==> src/rtl/chan_ctrl_pkg.sv <==
package chan_ctrl_pkg;
   localparam int MODE_W = 2;

   typedef enum logic [1:0] {
      CH_IDLE   = 2'd0,
      CH_ACTIVE = 2'd1,
      CH_PAUSED = 2'd2
   } ch_state_e;

   typedef enum logic [1:0] {
      OP_START  = 2'd0,
      OP_STOP   = 2'd1,
      OP_PAUSE  = 2'd2,
      OP_RESUME = 2'd3
   } ch_cmd_e;

   typedef enum logic [1:0] {
      MD_XOR  = 2'd0,
      MD_COPY = 2'd1,
      MD_CRC  = 2'd2,
      MD_FILL = 2'd3
   } ch_mode_e;
endpackage

==> src/rtl/chan_ptr_check.sv <==
module chan_ptr_check
   import chan_ctrl_pkg::*;
#(
   parameter int ADDR_W     = 32,
   parameter int XOR_ALIGN  = 6,
   parameter int STRM_ALIGN = 5,
   parameter bit FILL_EN    = 1'b1
) (
   input  ch_mode_e            mode,
   input  logic [ADDR_W-1:0]   ptr,
   output logic                ok
);
   localparam logic [ADDR_W-1:0] XOR_MASK  = ADDR_W'((64'd1 << XOR_ALIGN) - 64'd1);
   localparam logic [ADDR_W-1:0] STRM_MASK = ADDR_W'((64'd1 << STRM_ALIGN) - 64'd1);

   logic nonzero, xor_ok, strm_ok, fill_ok;

   assign nonzero = |ptr;
   assign xor_ok  = nonzero && ((ptr & XOR_MASK) == '0);
   assign strm_ok = nonzero && ((ptr & STRM_MASK) == '0);

   generate
      if (FILL_EN) begin : g_fill_on
         assign fill_ok = 1'b1;
      end else begin : g_fill_off
         assign fill_ok = 1'b0;
      end
   endgenerate

   always_comb begin
      unique case (mode)
         MD_XOR:          ok = xor_ok;
         MD_COPY, MD_CRC: ok = strm_ok;
         default:         ok = fill_ok;
      endcase
   end
endmodule

==> src/rtl/chan_cfg_reg.sv <==
module chan_cfg_reg
   import chan_ctrl_pkg::*;
#(
   parameter int CFG_W     = 16,
   parameter int PROT_BIT  = 3,
   parameter int SRC_LSB   = 4,
   parameter int DST_LSB   = 8,
   parameter int BURST_W   = 3,
   parameter int BURST_RST = 4
) (
   input  logic               clk,
   input  logic               rst_n,
   input  logic               wr_en,
   input  logic [CFG_W-1:0]   wr_data,
   input  logic               mode_ld,
   input  logic [MODE_W-1:0]  mode_in,
   output logic [CFG_W-1:0]   cfg_q
);
   localparam logic [CFG_W-1:0] MODE_MASK = CFG_W'((1 << MODE_W) - 1);
   localparam logic [CFG_W-1:0] BURST_V   = CFG_W'(BURST_RST) & CFG_W'((1 << BURST_W) - 1);
   localparam logic [CFG_W-1:0] RST_VAL   = (CFG_W'(1) << PROT_BIT)
                                          | (BURST_V << SRC_LSB)
                                          | (BURST_V << DST_LSB);

   logic [CFG_W-1:0] cfg_d;

   always_comb begin
      cfg_d = cfg_q;
      if (wr_en) begin
         cfg_d = (cfg_q & MODE_MASK) | (wr_data & ~MODE_MASK);
      end
      if (mode_ld) begin
         cfg_d = (cfg_d & ~MODE_MASK) | CFG_W'(mode_in);
      end
   end

   always_ff @(posedge clk or negedge rst_n) begin
      if (!rst_n) cfg_q <= RST_VAL;
      else        cfg_q <= cfg_d;
   end
endmodule

==> src/rtl/chan_cmd_fsm.sv <==
module chan_cmd_fsm
   import chan_ctrl_pkg::*;
(
   input  logic        clk,
   input  logic        rst_n,
   input  logic        cmd_valid,
   input  logic [1:0]  cmd_code,
   input  logic        setup_valid,
   input  logic        setup_ok,
   input  logic        dp_done,
   output ch_state_e   state_q,
   output logic        launch_q,
   output logic        done_q,
   output logic        err_q,
   output logic        busy_q,
   output logic        bad_q,
   output logic        take
);
   ch_state_e state_d;
   logic      launch_d, err_d, busy_d, bad_d, fin;

   assign fin = dp_done && (state_q == CH_ACTIVE);

   always_comb begin
      state_d  = state_q;
      launch_d = 1'b0;
      err_d    = 1'b0;
      busy_d   = 1'b0;
      bad_d    = 1'b0;
      take     = 1'b0;
      if (fin) begin
         state_d = CH_IDLE;
      end else if (cmd_valid) begin
         unique case (ch_cmd_e'(cmd_code))
            OP_START: begin
               if (state_q != CH_ACTIVE) begin
                  state_d  = CH_ACTIVE;
                  launch_d = 1'b1;
               end else err_d = 1'b1;
            end
            OP_STOP: begin
               if (state_q == CH_ACTIVE)      state_d = CH_IDLE;
               else if (state_q == CH_PAUSED) err_d   = 1'b1;
            end
            OP_PAUSE: begin
               if (state_q == CH_ACTIVE) state_d = CH_PAUSED;
               else                      err_d   = 1'b1;
            end
            default: begin
               if (state_q == CH_PAUSED) state_d = CH_ACTIVE;
               else                      err_d   = 1'b1;
            end
         endcase
      end else if (setup_valid) begin
         if (state_q == CH_ACTIVE) begin
            busy_d = 1'b1;
         end else if (!setup_ok) begin
            bad_d = 1'b1;
         end else begin
            take     = 1'b1;
            state_d  = CH_ACTIVE;
            launch_d = 1'b1;
         end
      end
   end

   always_ff @(posedge clk or negedge rst_n) begin
      if (!rst_n) begin
         state_q  <= CH_IDLE;
         launch_q <= 1'b0;
         done_q   <= 1'b0;
         err_q    <= 1'b0;
         busy_q   <= 1'b0;
         bad_q    <= 1'b0;
      end else begin
         state_q  <= state_d;
         launch_q <= launch_d;
         done_q   <= fin;
         err_q    <= err_d;
         busy_q   <= busy_d;
         bad_q    <= bad_d;
      end
   end
endmodule

==> src/rtl/dma_chan_ctrl.sv <==
module dma_chan_ctrl
   import chan_ctrl_pkg::*;
#(
   parameter int ADDR_W     = 32,
   parameter int CFG_W      = 16,
   parameter int XOR_ALIGN  = 6,
   parameter int STRM_ALIGN = 5,
   parameter int BURST_W    = 3,
   parameter int BURST_RST  = 4,
   parameter int PROT_BIT   = 3,
   parameter int SRC_LSB    = 4,
   parameter bit FILL_EN    = 1'b1
) (
   input  logic               clk,
   input  logic               rst_n,
   input  logic               cmd_valid,
   input  logic [1:0]         cmd_code,
   input  logic               setup_valid,
   input  logic [1:0]         setup_mode,
   input  logic [ADDR_W-1:0]  setup_ptr,
   input  logic               cfg_wr,
   input  logic [CFG_W-1:0]   cfg_wdata,
   input  logic               dp_done,
   output logic [1:0]         status,
   output logic [CFG_W-1:0]   cfg_rdata,
   output logic [ADDR_W-1:0]  desc_ptr,
   output logic               launch,
   output logic               done,
   output logic               cmd_err,
   output logic               setup_busy,
   output logic               setup_bad
);
   localparam int DST_LSB = SRC_LSB + BURST_W + 1;

   generate
      if (CFG_W < DST_LSB + BURST_W) begin : g_err_cfg_w
         $error("CFG_W too small for the burst fields");
      end
      if (PROT_BIT < MODE_W || PROT_BIT >= SRC_LSB) begin : g_err_prot
         $error("PROT_BIT must sit between the mode field and the source burst field");
      end
      if (XOR_ALIGN >= ADDR_W || STRM_ALIGN >= ADDR_W || XOR_ALIGN < 1 || STRM_ALIGN < 1) begin : g_err_align
         $error("alignment widths must be within 1..ADDR_W-1");
      end
      if (BURST_RST >= (1 << BURST_W)) begin : g_err_burst
         $error("BURST_RST does not fit BURST_W");
      end
   endgenerate

   ch_state_e state_q;
   logic      ptr_ok, take;

   chan_ptr_check #(
      .ADDR_W     (ADDR_W),
      .XOR_ALIGN  (XOR_ALIGN),
      .STRM_ALIGN (STRM_ALIGN),
      .FILL_EN    (FILL_EN)
   ) ptr_chk_i (
      .mode (ch_mode_e'(setup_mode)),
      .ptr  (setup_ptr),
      .ok   (ptr_ok)
   );

   chan_cmd_fsm fsm_i (
      .clk         (clk),
      .rst_n       (rst_n),
      .cmd_valid   (cmd_valid),
      .cmd_code    (cmd_code),
      .setup_valid (setup_valid),
      .setup_ok    (ptr_ok),
      .dp_done     (dp_done),
      .state_q     (state_q),
      .launch_q    (launch),
      .done_q      (done),
      .err_q       (cmd_err),
      .busy_q      (setup_busy),
      .bad_q       (setup_bad),
      .take        (take)
   );

   chan_cfg_reg #(
      .CFG_W     (CFG_W),
      .PROT_BIT  (PROT_BIT),
      .SRC_LSB   (SRC_LSB),
      .DST_LSB   (DST_LSB),
      .BURST_W   (BURST_W),
      .BURST_RST (BURST_RST)
   ) cfg_i (
      .clk     (clk),
      .rst_n   (rst_n),
      .wr_en   (cfg_wr),
      .wr_data (cfg_wdata),
      .mode_ld (take),
      .mode_in (setup_mode),
      .cfg_q   (cfg_rdata)
   );

   always_ff @(posedge clk or negedge rst_n) begin
      if (!rst_n)    desc_ptr <= '0;
      else if (take) desc_ptr <= setup_ptr;
   end

   assign status = state_q;
endmodule

==> config.mk <==
export PLATFORM = sky130hd
export DESIGN_NAME = dma_chan_ctrl
export DESIGN_NICKNAME = d
export VERILOG_FILES = /design/src/rtl/chan_ctrl_pkg.sv /design/src/rtl/chan_ptr_check.sv /design/src/rtl/chan_cfg_reg.sv /design/src/rtl/chan_cmd_fsm.sv /design/src/rtl/dma_chan_ctrl.sv
export SDC_FILE = /design/constraint.sdc
export NUM_CORES = 1
export LEC_CHECK = 0
export BUFFER_PORTS_ARGS = -buffer_cell sky130_fd_sc_hd__buf_2
export CAP_MARGIN = 30
export CORE_ASPECT_RATIO = 0.75
export CORE_MARGIN = 2
export CORE_UTILIZATION = 50
export DETAILED_ROUTE_END_ITERATION = 12
export GPL_TIMING_DRIVEN = 0
export PLACE_DENSITY_LB_ADDON = 0.3
export SLEW_MARGIN = 30
export SYNTH_ARGS = -nofsm -noshare
export SYNTH_HDL_FRONTEND = slang
export SYNTH_HIERARCHICAL = 1
export SYNTH_SLANG_ARGS = --single-unit
==> constraint.sdc <==
create_clock -name clk -period 3 [get_ports clk]
set_input_delay 0.15 -clock clk [delete_from_list [all_inputs] [get_ports clk]]
set_output_delay 0.15 -clock clk [all_outputs]
set_load 0.02 [all_outputs]
# ---- After elaboration in Yosys (flattened, before gate mapping)
# Cells that the tools add are included.
dict set report op_classes {
  n_addsub 0
  mul 0
  n_div 0
  magnitude_cmp 0
  eq_ne 12
  shift 0
  n_mux 39
  bitwise_logic 2
  n_reduce_logical 13
}
# operator n
set op_table {}
lappend op_table {{logical NOT 32 bit} 2}
lappend op_table {{2-to-1 mux 16 bit} 2}
lappend op_table {{OR reduction 32 bit} 1}
lappend op_table {{2-to-1 mux 1 bit} 25}
lappend op_table {{2-to-1 mux 2 bit} 9}
lappend op_table {{OR 16 x 2 -> 16 bit} 1}
lappend op_table {{OR 2 x 16 -> 16 bit} 1}
lappend op_table {{!= test 4 x 2 -> 1 bit (second input constant)} 3}
lappend op_table {{AND reduction 7 bit} 1}
lappend op_table {{equality test 2 x 1 -> 1 bit (second input constant)} 3}
lappend op_table {{equality test 2 bit (second input constant)} 3}
lappend op_table {{!= test 6 x 1 -> 1 bit (second input constant)} 1}
lappend op_table {{case mux 2 bit (3 select lines)} 1}
lappend op_table {{nonzero test 3 bit} 2}
lappend op_table {{logical NOT 2 bit} 2}
lappend op_table {{logical AND 1 bit} 3}
lappend op_table {{!= test 3 x 2 -> 1 bit (second input constant)} 1}
lappend op_table {{case mux 1 bit (3 select lines)} 1}
lappend op_table {{!= test 2 x 1 -> 1 bit (second input constant)} 1}
lappend op_table {{case mux 1 bit (2 select lines)} 1}
lappend op_table {{nonzero test 2 bit} 1}
lappend op_table {{OR reduction 2 bit} 1}
dict set report totals {
  reg_bits 55
  latch_bits 0
  ramBits 0
  mem_bits_ro 0
  inputBits 58
  output_inout_bits 55
  wordCells 75
  memories 0
}

# ---- Longest topological paths before layout
dict set report logic_depth {
  depth_word 9
  mapped_depth 9
  mapped_depth_nobuf 7
}

# ---- Modules after synthesis
# The synthesis kept the hierarchy.
# mod n_inst cells_each area_per_inst_um2 seq_area_each_um2
set by_module_without_submodules {}
lappend by_module_without_submodules {dma_chan_ctrl 1 68 1345.0 800.8}
lappend by_module_without_submodules {chan_cfg_reg 1 33 595.6 404.1}
lappend by_module_without_submodules {chan_cmd_fsm 1 46 446.7 175.2}
lappend by_module_without_submodules {chan_ptr_check 1 14 103.8 0.0}

# ---- Worst setup path after synthesis
# No wires, ideal clock.
dict set report synth_timing {
  path_type {input -> register}
  from {input setup_ptr[3]}
  to {register desc_ptr[0]}
  setup_time_ns 0.125
  arrival_ns 1.753
  t_required_ns 2.875
  slack_ns 1.121
  cell_stages 8
  n_path_buf 2
  path_cell_list {or4_4 -> nor3_2 -> o22a_1 -> nand3_1 -> inv_1 -> buf_6 -> buf_12 -> mux2_4}
}
dict set report synth_between {
  elab_chain_cells 8
  elab_cells_between_ends 11
  cone_classes {6 x mux; 5 x reduce/logical}
}
# element line
set synth_lines {}
lappend synth_lines {{from (decl)} dma_chan_ctrl.sv:20} ;# input logic [ADDR_W-1:0] setup_ptr,
lappend synth_lines {{OR reduction 32 bit, or another cell as far along} chan_ptr_check.sv:18} ;# assign nonzero = |ptr;
lappend synth_lines {{logical AND 1 bit (on tied branches)} {chan_ptr_check.sv:20, chan_ptr_check.sv:19}}
lappend synth_lines {{case mux 1 bit (2 select lines) *} chan_ptr_check.sv:31} ;# unique case (mode)
lappend synth_lines {{net ptr_ok} dma_chan_ctrl.sv:51} ;# logic ptr_ok, take;
lappend synth_lines {{2-to-1 mux 1 bit *} chan_cmd_fsm.sv:57} ;# end else if (!setup_ok) begin
lappend synth_lines {{2-to-1 mux 1 bit *} chan_cmd_fsm.sv:55} ;# if (state_q == CH_ACTIVE) begin
lappend synth_lines {{2-to-1 mux 1 bit *} chan_cmd_fsm.sv:54} ;# end else if (setup_valid) begin
lappend synth_lines {{2-to-1 mux 1 bit *} chan_cmd_fsm.sv:33} ;# end else if (cmd_valid) begin
lappend synth_lines {{2-to-1 mux 1 bit *} chan_cmd_fsm.sv:31} ;# if (fin) begin
lappend synth_lines {{net take} dma_chan_ctrl.sv:51}
lappend synth_lines {{to (signal assigned)} dma_chan_ctrl.sv:100} ;# else if (take) desc_ptr <= setup_ptr;
lappend synth_lines {{to (decl)} dma_chan_ctrl.sv:26} ;# output logic [ADDR_W-1:0] desc_ptr,
# The timed path passes the listed nets; every way through them passes the cells marked *.
# A chain may end at the register's enable or synchronous reset.

# ---- Worst setup path after layout
dict set report layout_timing {
  from {input setup_ptr[3]}
  to {register desc_ptr[20]}
}
# Same word-level chain as after synthesis.

==> summary.txt <==
Clocking
  • CTS tree: yes
  • Root Buffer: clkbuf_8
  • Max clock buf depth: 2
  • TritonCTS Buffers: 5
  • H-Tree Depth: 2
  • Post_cts resized: 0
  • CTS Sinks: 55
  • Worst-path clk slew: 100 ps
  • Later-pin clock latency in the skew report: 300 ps

Synthesis
  • Complex-gate fraction of the synthesized area: 0.03064
  • Post-synth top area cell: dfrtp_1
  • Netlist Area Pre-Place: 0.002491 mm2
  • Yosys warns: 6
  • Simple-Gate Fraction of Synth Area: 0.08036
  • Largest cells by area after synthesis: dfrtp_1, mux2_4, mux2_2
  • Flops & latches, synth: 55
  • Top FF cell, synth: dfrtp_1
  • Synth top area share: 0.5224
  • Largest family of logic cells by synthesized area: multiplexers
  • Post-Synth Adder-Cell Area: 0.02511
  • Post-synth EDFFs: 0
  • Syn Nets: 224
  • Seq/Total Area, Yosys: 0.5540
  • Post-synthesis xor/xnor area fraction: 0
  • Mux cell area share after synthesis: 0.2662
  • Async S/R FF share, synth: 1.000
  • Mean Syn Cell Area: 15.47 um2
  • Mapped Cells: 161
  • Yosys cell types: 33

Detailed routing
  • Initial detailed-routing violation count: 36
  • WL final: 5147 um
  • Antenna Violating Nets Remaining: 0
  • Vias/cell: 4.988
  • Detailed-route via count: 1,696
  • Drt drc: 0
  • DRT Pass-1 Iters: 4
  • WL/cell: 15.14 um

Pwr
  • Reg power frac: 0.401
  • Worst VDD drop: 0.5181 mV
  • Sw power: 0.9877 mW
  • Sw Share: 0.3453
  • Comb power frac: 0.399
  • Leakage: 1.666 nW
  • Pint: 1.873 mW
  • Power Density: 875.9 mW/mm2
  • Clock power frac: 0.201

STA
  • Worst Max-Slew Pin Slew: 667.3 ps
  • Count of final setup violators: 0
  • Clock Skew: 5.221 ps
  • Setup WS post-layout: 1113 ps
  • Fin crit period: 1887 ps
  • Peak Freq: 0.5298 GHz
  • RSZ-0062 raised after global routing: false
  • Slew Limit Fails: 0
  • Tcrit/Tclk final: 0.6291
  • Hold Vio Cnt, Final: 0
  • Setup TNS: 0 ps
  • Worst slew margin: 0.5552

Setup path
  • CP Capture Type: flop
  • CP max FO: 10
  • Startpoint types: input pin
  • Worst path slowest cell: or4_4
  • Crit path max-delay family: simple AND/OR/NAND/NOR gates
  • WP data arrival: 2090 ps
  • Critical path class: input pin to flop
  • Worst reg2reg setup slack: 1220 ps
  • Worst-path cell chain: buf_2 -> or4_4 -> nor3_2 -> o22a_1 -> nand3_1 -> inv_1 -> buf_6 -> buf_12 -> mux2_4
  • WP buf/inv: 4
  • Worst path max stage delay: 530 ps
  • Required @ worst endpoint: 3200 ps

Floorplan
  • Ports: 113
  • Initial Util: 0.5142
  • Rows: 22
  • Die Y: 65.13 um
  • Core area: 0.004845 mm2
  • Die area: 0.005569 mm2
  • Die X: 85.51 um

Global route
  • Initial antenna violation count: 0
  • Vias in the first global route: 1,638
  • Total grt overflow: 0
  • Largest net degree at the start of global routing: 56
  • First-pass GRT wire length: 8314 um
  • Overall Global Routing Usage: 0.1943

Place
  • Routability-driven placement congestion ratio: 0.8011
  • Port Buffer Count: 110
  • Dpl hpwl: 3823 um
  • Setup WS pre-CTS: 816.8 ps

Run status
  • Status: completed

Min path
  • Worst hold path type: input pin to flop

Job
  • Max cap viols: 0

Layout
  • Nets: 342
  • N_diodes: 0
  • Layout cells sized above 1: 0.6429
  • P&R area growth vs syn: 31.09%
==> power by group through the flow <==
stage / Sequential (mW) / Clock (mW) / Combinational [mW]
floorplan: 1.47 / 0 / 0.423
global placement: 1.14 / 0 / 1.13
detailed placement: 1.15 / 0 / 1.15
CTS: 1.15 / 0.585 / 1.16
global route: 1.18 / 0.622 / 1.21
finish: 1.15 / 0.574 / 1.14
==> final timing paths <==
kind / start / end / cells after the start
min: cfg_wdata[8] / cfg_i/cfg_q[8] / 2
max in group asynchronous: rst_n / desc_ptr[10] / 2
max: setup_ptr[3] / desc_ptr[20] / 9
min reg2reg: cfg_i/cfg_q[8] / cfg_i/cfg_q[8] / 1
min in group asynchronous: rst_n / desc_ptr[9] / 2
max reg2reg: fsm_i/state_q[1] / desc_ptr[20] / 6
==> state kept, by name (all words and copies together) (netlist names) <==
| register | flops |
|---|---|
| fsm_i/busy_q | 1 |
| fsm_i/bad_q | 1 |
| cfg_i/cfg_q | 16 |
| fsm_i/err_q | 1 |
| desc_ptr | 32 |
| fsm_i/done_q | 1 |
| fsm_i/launch_q | 1 |
| fsm_i/state_q | 2 |
==> metal layers <==
metal	global-route usage	routed length (um)	part of all wire
met3	0.04271	310	0.060
met2	0.3125	2458	0.48
met5	0	0	0
met1	0.2714	2342	0.46
met4	0.04762	36	0.0070
==> layout by cell type, fill, tap and decap left out, types with 3 or more instances in the layout <==
| cell type | count |
|---|---|
| nand2_1 | 3 |
| mux2_2 | 18 |
| nor4_1 | 7 |
| dfrtp_1 | 52 |
| buf_12 | 3 |
| inv_1 | 7 |
| clkbuf_8 | 5 |
| nand3_1 | 6 |
| dfstp_2 | 3 |
| buf_2 | 109 |
| mux2_4 | 30 |
| ha_1 | 5 |
==> cells in the mapped netlist, drive strengths merged, types with 2 or more instances <==
library cell  instances
nand3                 6
or4                   2
nand4                 2
inv                   7
nor4                  7
dfrtp                52
a21oi                 2
ha                    5
dfstp                 3
and2b                 3
buf                   5
mux2                 48
nand2                 3
==> through the flow <==
stage          instances  cell area (um2)  utilization  power (mW)  hold WS [ps]
5_1_grt              340             3266       0.6741       3.016         49.08
3_5_place_dp         331             3119       0.6439       2.297         235.1
3_3_place_gp         331             3117       0.6433       2.271         382.1
4_1_cts              340             3266       0.6741       2.888         54.30
6_report             340             3266       0.6741       2.860         66.04
2_1_floorplan        161             2491            -       1.897        -145.6
==> cell families after synthesis <==
logic type | after synthesis
DFF | 55
AOI/OAI and AO/OA | 10
muxes | 49
and+or+nand+nor | 30
buffers and inverters | 12
adders and majority gates | 5
==> area by class of cell <==
cell class | instances | area [um2]
fill | 364 | 1579
sequential | 55 | 1380
multi-input combinational | 94 | 1002
timing repair buffer | 111 | 563.0
buffer | 5 | 82.58
tap | 60 | 75.07
clock buffer | 5 | 68.82
clock inverter | 3 | 67.56
inverter | 7 | 26.28
==> timing repair <==
item	CTS	global route
hold endpoints to repair	52	0
hold buffers	1	0
setup buffers	0	0
(Power assumes the default switching activity.)
